## src/rtl/mash_pkg.sv

```systemverilog
package mash_pkg;
  typedef enum logic {
    MODE_2ND = 1'b0,
    MODE_3RD = 1'b1
  } mash_mode_e;

  localparam int unsigned NSTAGE = 3;
endpackage

```

## src/rtl/mash_stage.sv

```systemverilog
// One first-order accumulator of the cascade. The next value and its carry
// are combinational, so the following stage can add the fresh sum in the
// same update.
module mash_stage #(
  parameter int W = 19
) (
  input  logic         clk,
  input  logic         rst_n,
  input  logic         clr,
  input  logic         adv,
  input  logic [W-1:0] addend,
  output logic [W-1:0] sum_next,
  output logic         carry
);
  logic [W-1:0] acc_q;
  logic [W:0]   wide;

  always_comb begin
    wide     = {1'b0, acc_q} + {1'b0, addend};
    sum_next = wide[W-1:0];
    carry    = wide[W];
  end

  always_ff @(posedge clk) begin
    if (!rst_n || clr) acc_q <= '0;
    else if (adv)      acc_q <= sum_next;
  end
endmodule

```

## src/rtl/mash_combine.sv

```systemverilog
// Carry recombination: first difference of c2 and, in third-order mode,
// the second difference of c3. The result is registered per strobe.
module mash_combine #(
  parameter int OUT_W = 4
) (
  input  logic                    clk,
  input  logic                    rst_n,
  input  logic                    clr,
  input  logic                    adv,
  input  logic                    mode3,
  input  logic                    c1,
  input  logic                    c2,
  input  logic                    c3,
  output logic signed [OUT_W-1:0] offset
);
  logic c2_d, c3_d, c3_dd;
  logic signed [OUT_W-1:0] e1, e2, e2d, e3, e3d, e3dd, third, y;

  always_comb begin
    e1    = OUT_W'(c1);
    e2    = OUT_W'(c2);
    e2d   = OUT_W'(c2_d);
    e3    = OUT_W'(c3);
    e3d   = OUT_W'(c3_d);
    e3dd  = OUT_W'(c3_dd);
    third = e3 - (e3d <<< 1) + e3dd;
    y     = e1 + e2 - e2d + (mode3 ? third : '0);
  end

  always_ff @(posedge clk) begin
    if (!rst_n || clr) begin
      c2_d   <= 1'b0;
      c3_d   <= 1'b0;
      c3_dd  <= 1'b0;
      offset <= '0;
    end else if (adv) begin
      c2_d   <= c2;
      c3_d   <= c3;
      c3_dd  <= c3_d;
      offset <= y;
    end
  end
endmodule

```

## src/rtl/mash_sdm.sv

```systemverilog
module mash_sdm
  import mash_pkg::*;
#(
  parameter int FRAC_W = 18,
  parameter int OUT_W  = 4
) (
  input  logic                    clk,
  input  logic                    rst_n,
  input  logic [FRAC_W-1:0]       frac_k,
  input  logic                    lsb_en,
  input  logic                    order3,
  input  logic                    step_en,
  output logic signed [OUT_W-1:0] offset
);
  localparam int ACC_W = FRAC_W + 1;

  logic [ACC_W-1:0]  word;
  logic              kzero, clr, adv;
  mash_mode_e        mode_q;
  logic [ACC_W-1:0]  link [NSTAGE];
  logic [ACC_W-1:0]  tail_unused;
  logic [NSTAGE-1:0] carry;

  assign word  = {frac_k, lsb_en};
  assign kzero = (frac_k == '0);
  assign clr   = kzero || (mash_mode_e'(order3) != mode_q);
  assign adv   = step_en && !clr;
  assign link[0] = word;

  always_ff @(posedge clk) begin
    if (!rst_n) mode_q <= MODE_2ND;
    else        mode_q <= mash_mode_e'(order3);
  end

  for (genvar g = 0; g < NSTAGE; g++) begin : g_stage
    if (g < NSTAGE - 1) begin : g_mid
      mash_stage #(.W(ACC_W)) u_stage (
        .clk      (clk),
        .rst_n    (rst_n),
        .clr      (clr),
        .adv      (adv),
        .addend   (link[g]),
        .sum_next (link[g+1]),
        .carry    (carry[g])
      );
    end else begin : g_last
      mash_stage #(.W(ACC_W)) u_stage (
        .clk      (clk),
        .rst_n    (rst_n),
        .clr      (clr),
        .adv      (adv),
        .addend   (link[g]),
        .sum_next (tail_unused),
        .carry    (carry[g])
      );
    end
  end

  mash_combine #(.OUT_W(OUT_W)) u_comb (
    .clk    (clk),
    .rst_n  (rst_n),
    .clr    (clr),
    .adv    (adv),
    .mode3  (order3),
    .c1     (carry[0]),
    .c2     (carry[1]),
    .c3     (carry[2]),
    .offset (offset)
  );
endmodule

```

## config.mk

```make
export PLATFORM = sky130hd
export DESIGN_NAME = mash_sdm
export DESIGN_NICKNAME = d
export VERILOG_FILES = /design/src/rtl/mash_pkg.sv /design/src/rtl/mash_stage.sv /design/src/rtl/mash_combine.sv /design/src/rtl/mash_sdm.sv
export SDC_FILE = /design/constraint.sdc
export NUM_CORES = 1
export LEC_CHECK = 0
export CAP_MARGIN = 0
export CORE_MARGIN = 1
export CORE_UTILIZATION = 40
export DETAILED_ROUTE_END_ITERATION = 16
export GPL_TIMING_DRIVEN = 0
export PLACE_DENSITY_LB_ADDON = 0.15
export SLEW_MARGIN = 20
export SYNTH_ARGS = -nofsm -noshare
export SYNTH_HDL_FRONTEND = slang
export SYNTH_SLANG_ARGS = --single-unit
```

## constraint.sdc

```tcl
create_clock -name clk -period 8.4 [get_ports clk]
set_input_delay 0.84 -clock clk [delete_from_list [all_inputs] [get_ports clk]]
set_output_delay 0.84 -clock clk [all_outputs]
set_load 0.05 [all_outputs]
```

==> reports/results.txt <==
Outcome - finished, final reports clean
Global Route Usage Sum - 23.15%
Clock sink total - 65
I/O Buffers - 25
HP Start - g_stage[1].g_mid.u_stage.acc_q[2]$_SDFFE_PP0P_
Area Growth Syn to Fin - 14.59%
Post-synth EDFFs - 0
WHS Path Cells - 2
Hold-fix buffers, CTS - 0
Critical path's most frequent cell - ha_1
Setup violations, final - 0
CP required - 8.68 ns
Reg clk slew, reported paths - 0.06 ns
Fmax - 140.0 MHz
CP peak stage delay - 0.45 ns
Syn_area_per_cell - 8.646 µm²
Via-to-Cell Ratio - 5.983
Root Buffer - clkbuf_16
I/O pin count - 27
Final Cycle Share - 85.04%
Final Hold Fails - 0
Worst Path Max Fanout - 4
Ys async rst share - 0%
# Post-CTS Setup Buffers - 0
DP HPWL - 11760 µm
Hold path endpoint - g_stage[1].g_mid.u_stage.acc_q[2]$_SDFFE_PP0P_
Worst ir drop on vdd - 0.0001023 V
Post-cts sizing count - 0
First-pass GRT wire length - 23830 µm
Final ANT Viol Nets - 0
FP Rows - 41
Final wirelength - 15020 µm
Nets - 741
Syn Nets - 705
Die H - 116.8 µm
Cts bufs inserted - 9
Slowest CP cell - fa_1
Setup CP Type - in -> reg
Slew Limit Fails - 0
Yosys warning count - 0
PwrDens - 219.9 nW/µm²
Synth cell types - 65
Gpl congestion - 0.9040
Mapped Area - 5274 µm²
Worst R2R Path Depth - 30
Drt first pass iters - 4
Pleak - 2.561 nW
HP Class - reg -> reg
Number of max-cap violations - 0
Slew @ Worst Pin - 0.9064 ns
Core area - 12720 µm²
Vias - 4924
Ys flop type - dfxtp_1
Worst hold slack - 0.4637 ns
Largest net degree at the start of global routing - 14
Post-Synthesis Cells - 610
Period minus WS final - 7.143 ns
Worst reg2reg startpoint - g_stage[0].g_mid.u_stage.acc_q[0]$_SDFFE_PP0P_
Unrepaired setup endpoints after global routing - false
Layout Skew - 0.008246 ns
Slew margin rel. - 39.31%
CTS tree - yes
Max clock buf depth - 2
Worst r2r dst - u_comb.offset[3]$_SDFFE_PP0P_
FF-to-FF setup slack - 1.87 ns
Initial DRC Count - 252
Die ar. - 13650 µm²
Antenna violations before repair - 0
Die Width - 116.8 µm
GR Overflow Total - 0
Antenna cells - 0
Register area share after synthesis - 24.67%
Latest clock arrival within the worst-skew pair - 0.34 ns
Initial core utilization - 41.45%
Post-DP Area - 5739 µm²
#FFs+latches synth - 65
Vias in the first global route - 4785
Routed WL per cell - 18.25 µm
Worst setup SP type - primary input
Setup TNS - 0 ns
Design area - 6043 µm²
DRC violations left - 0
H-Tree Depth - 3
Fraction of layout cells with a size suffix above 1 - 9.217%
Critical path arrival - 7.42 ns
CP Capture Type - flop
[sequential cells by signal (all words and copies together) (netlist names)]
| signal | flops |
|---|---|
| g_stage.g_last.u_stage.acc_q | 19 |
| u_comb.c3_dd | 1 |
| g_stage.g_mid.u_stage.acc_q | 38 |
| u_comb.c3_d | 1 |
| u_comb.offset | 4 |
| mode_q | 1 |
| u_comb.c2_d | 1 |
[synthesized netlist by cell type (7+ instances only)]
master     n  share of area (%)
a21o_1    12                1.7
xor2_1    23                3.8
o221a_1   14                3.0
a21oi_1   71                6.7
o21ai_1   17                1.6
ha_1      68                 16
o21ai_0   38                3.6
nand4_1    8               0.95
inv_1     22                1.6
a31oi_1    8               0.95
nand2_1   40                2.8
nor2_1    29                2.1
xnor2_1   25                4.2
nand3_1   11                1.0
o211ai_1   9                1.3
dfxtp_1   65                 25
clkbuf_1  17                1.2
o21a_1    10                1.4
o221a_2   22                4.7
a211oi_1   7                1.0
[critical path: cells and delay by family]
family / cells / cell delay (ns)
and+or+nand+nor: 6 / 0.71
AOI/OAI and AO/OA: 12 / 2.39
adders and majority gates: 8 / 2.36
xor gates and xnor gates: 2 / 0.60
buffers and inverters: 3 / 0.52
[worst max-delay path by stage]
| stage | slack (ns) | startpoint | endpoint |
|---|---|---|---|
| 6_report | 1.26 | lsb_en | u_comb.offset[3]$_SDFFE_PP0P_ |
| 5_1_grt | 0.87 | lsb_en | u_comb.offset[3]$_SDFFE_PP0P_ |
| 4_1_cts | 1.25 | lsb_en | u_comb.offset[3]$_SDFFE_PP0P_ |
| 3_5_place_dp | 0.91 | lsb_en | u_comb.offset[3]$_SDFFE_PP0P_ |
| 3_3_place_gp | 1.03 | lsb_en | u_comb.offset[3]$_SDFFE_PP0P_ |
| 2_1_floorplan | 2.23 | lsb_en | u_comb.offset[1]$_SDFFE_PP0P_ |
[stage by stage]
step / cells / total power, mW / setup slack, ns / util (%)
floorplan: 610 / 0.7979 / 2.227 / -
global placement: 807 / 0.9312 / 1.025 / 45.11
detailed placement: 807 / 0.9393 / 0.9080 / 45.11
CTS: 823 / 1.330 / 1.251 / 47.50
global route: 823 / 1.419 / 0.8662 / 47.50
finish: 823 / 1.329 / 1.257 / 47.50
[layout make-up]
type / instances / area [µm²]
clock buffers: 9 / 225.2
inverters: 22 / 82.58
clock inverters: 7 / 78.83
fillers: 1279 / 6679
well taps: 172 / 215.2
plain buffers: 27 / 131.4
flip-flops and latches: 65 / 1301
repair buffers: 25 / 250.2
multi-input cells: 496 / 3759
[kinds of logic after synthesis]
kind of cell / synth area share [%]
DFF: 24.67
buffers and inverters: 4.057
xor gates and xnor gates: 7.971
AOI/OAI and AO/OA: 34.95
and+or+nand+nor: 10.70
adders and majority gates: 17.65
[cells in the final DEF, fill, tap and decap left out, drive strengths merged, types with 6 or more instances in the layout]
cell,netlist,layout
o211ai,9,9
a211oi,8,8
nor4,6,6
xor2,23,23
clkdlybuf4s50,0,25
inv,22,24
nand4,8,8
clkbuf,17,26
nand2,40,40
a21oi,74,74
nor2,29,29
buf,10,10
o21bai,7,7
xnor2,25,25
o21a,10,10
a21o,13,13
o21ai,56,56
a31oi,8,8
dfxtp,65,65
o221a,36,36
ha,68,68
nand3,11,11
[metal layers]
| metal | global-route usage, % | share of wire (%) | vias to the layer above |
|---|---|---|---|
| li1 | - | - | 2431 |
| met1 | 30.51 | 48 | 2365 |
| met2 | 39.84 | 47 | 112 |
| met3 | 2.935 | 4.3 | 16 |
| met4 | 6.245 | 1.2 | 0 |
| met5 | 0 | 0 | - |
[where the power goes]
part           switching, mW  internal (mW)  total, mW
combinational          0.361          0.234      0.595
clock                  0.154          0.232      0.386
sequential            0.0148          0.333      0.347
total                  0.530          0.799       1.33
Note: power is estimated with default switching activity, not from simulation.
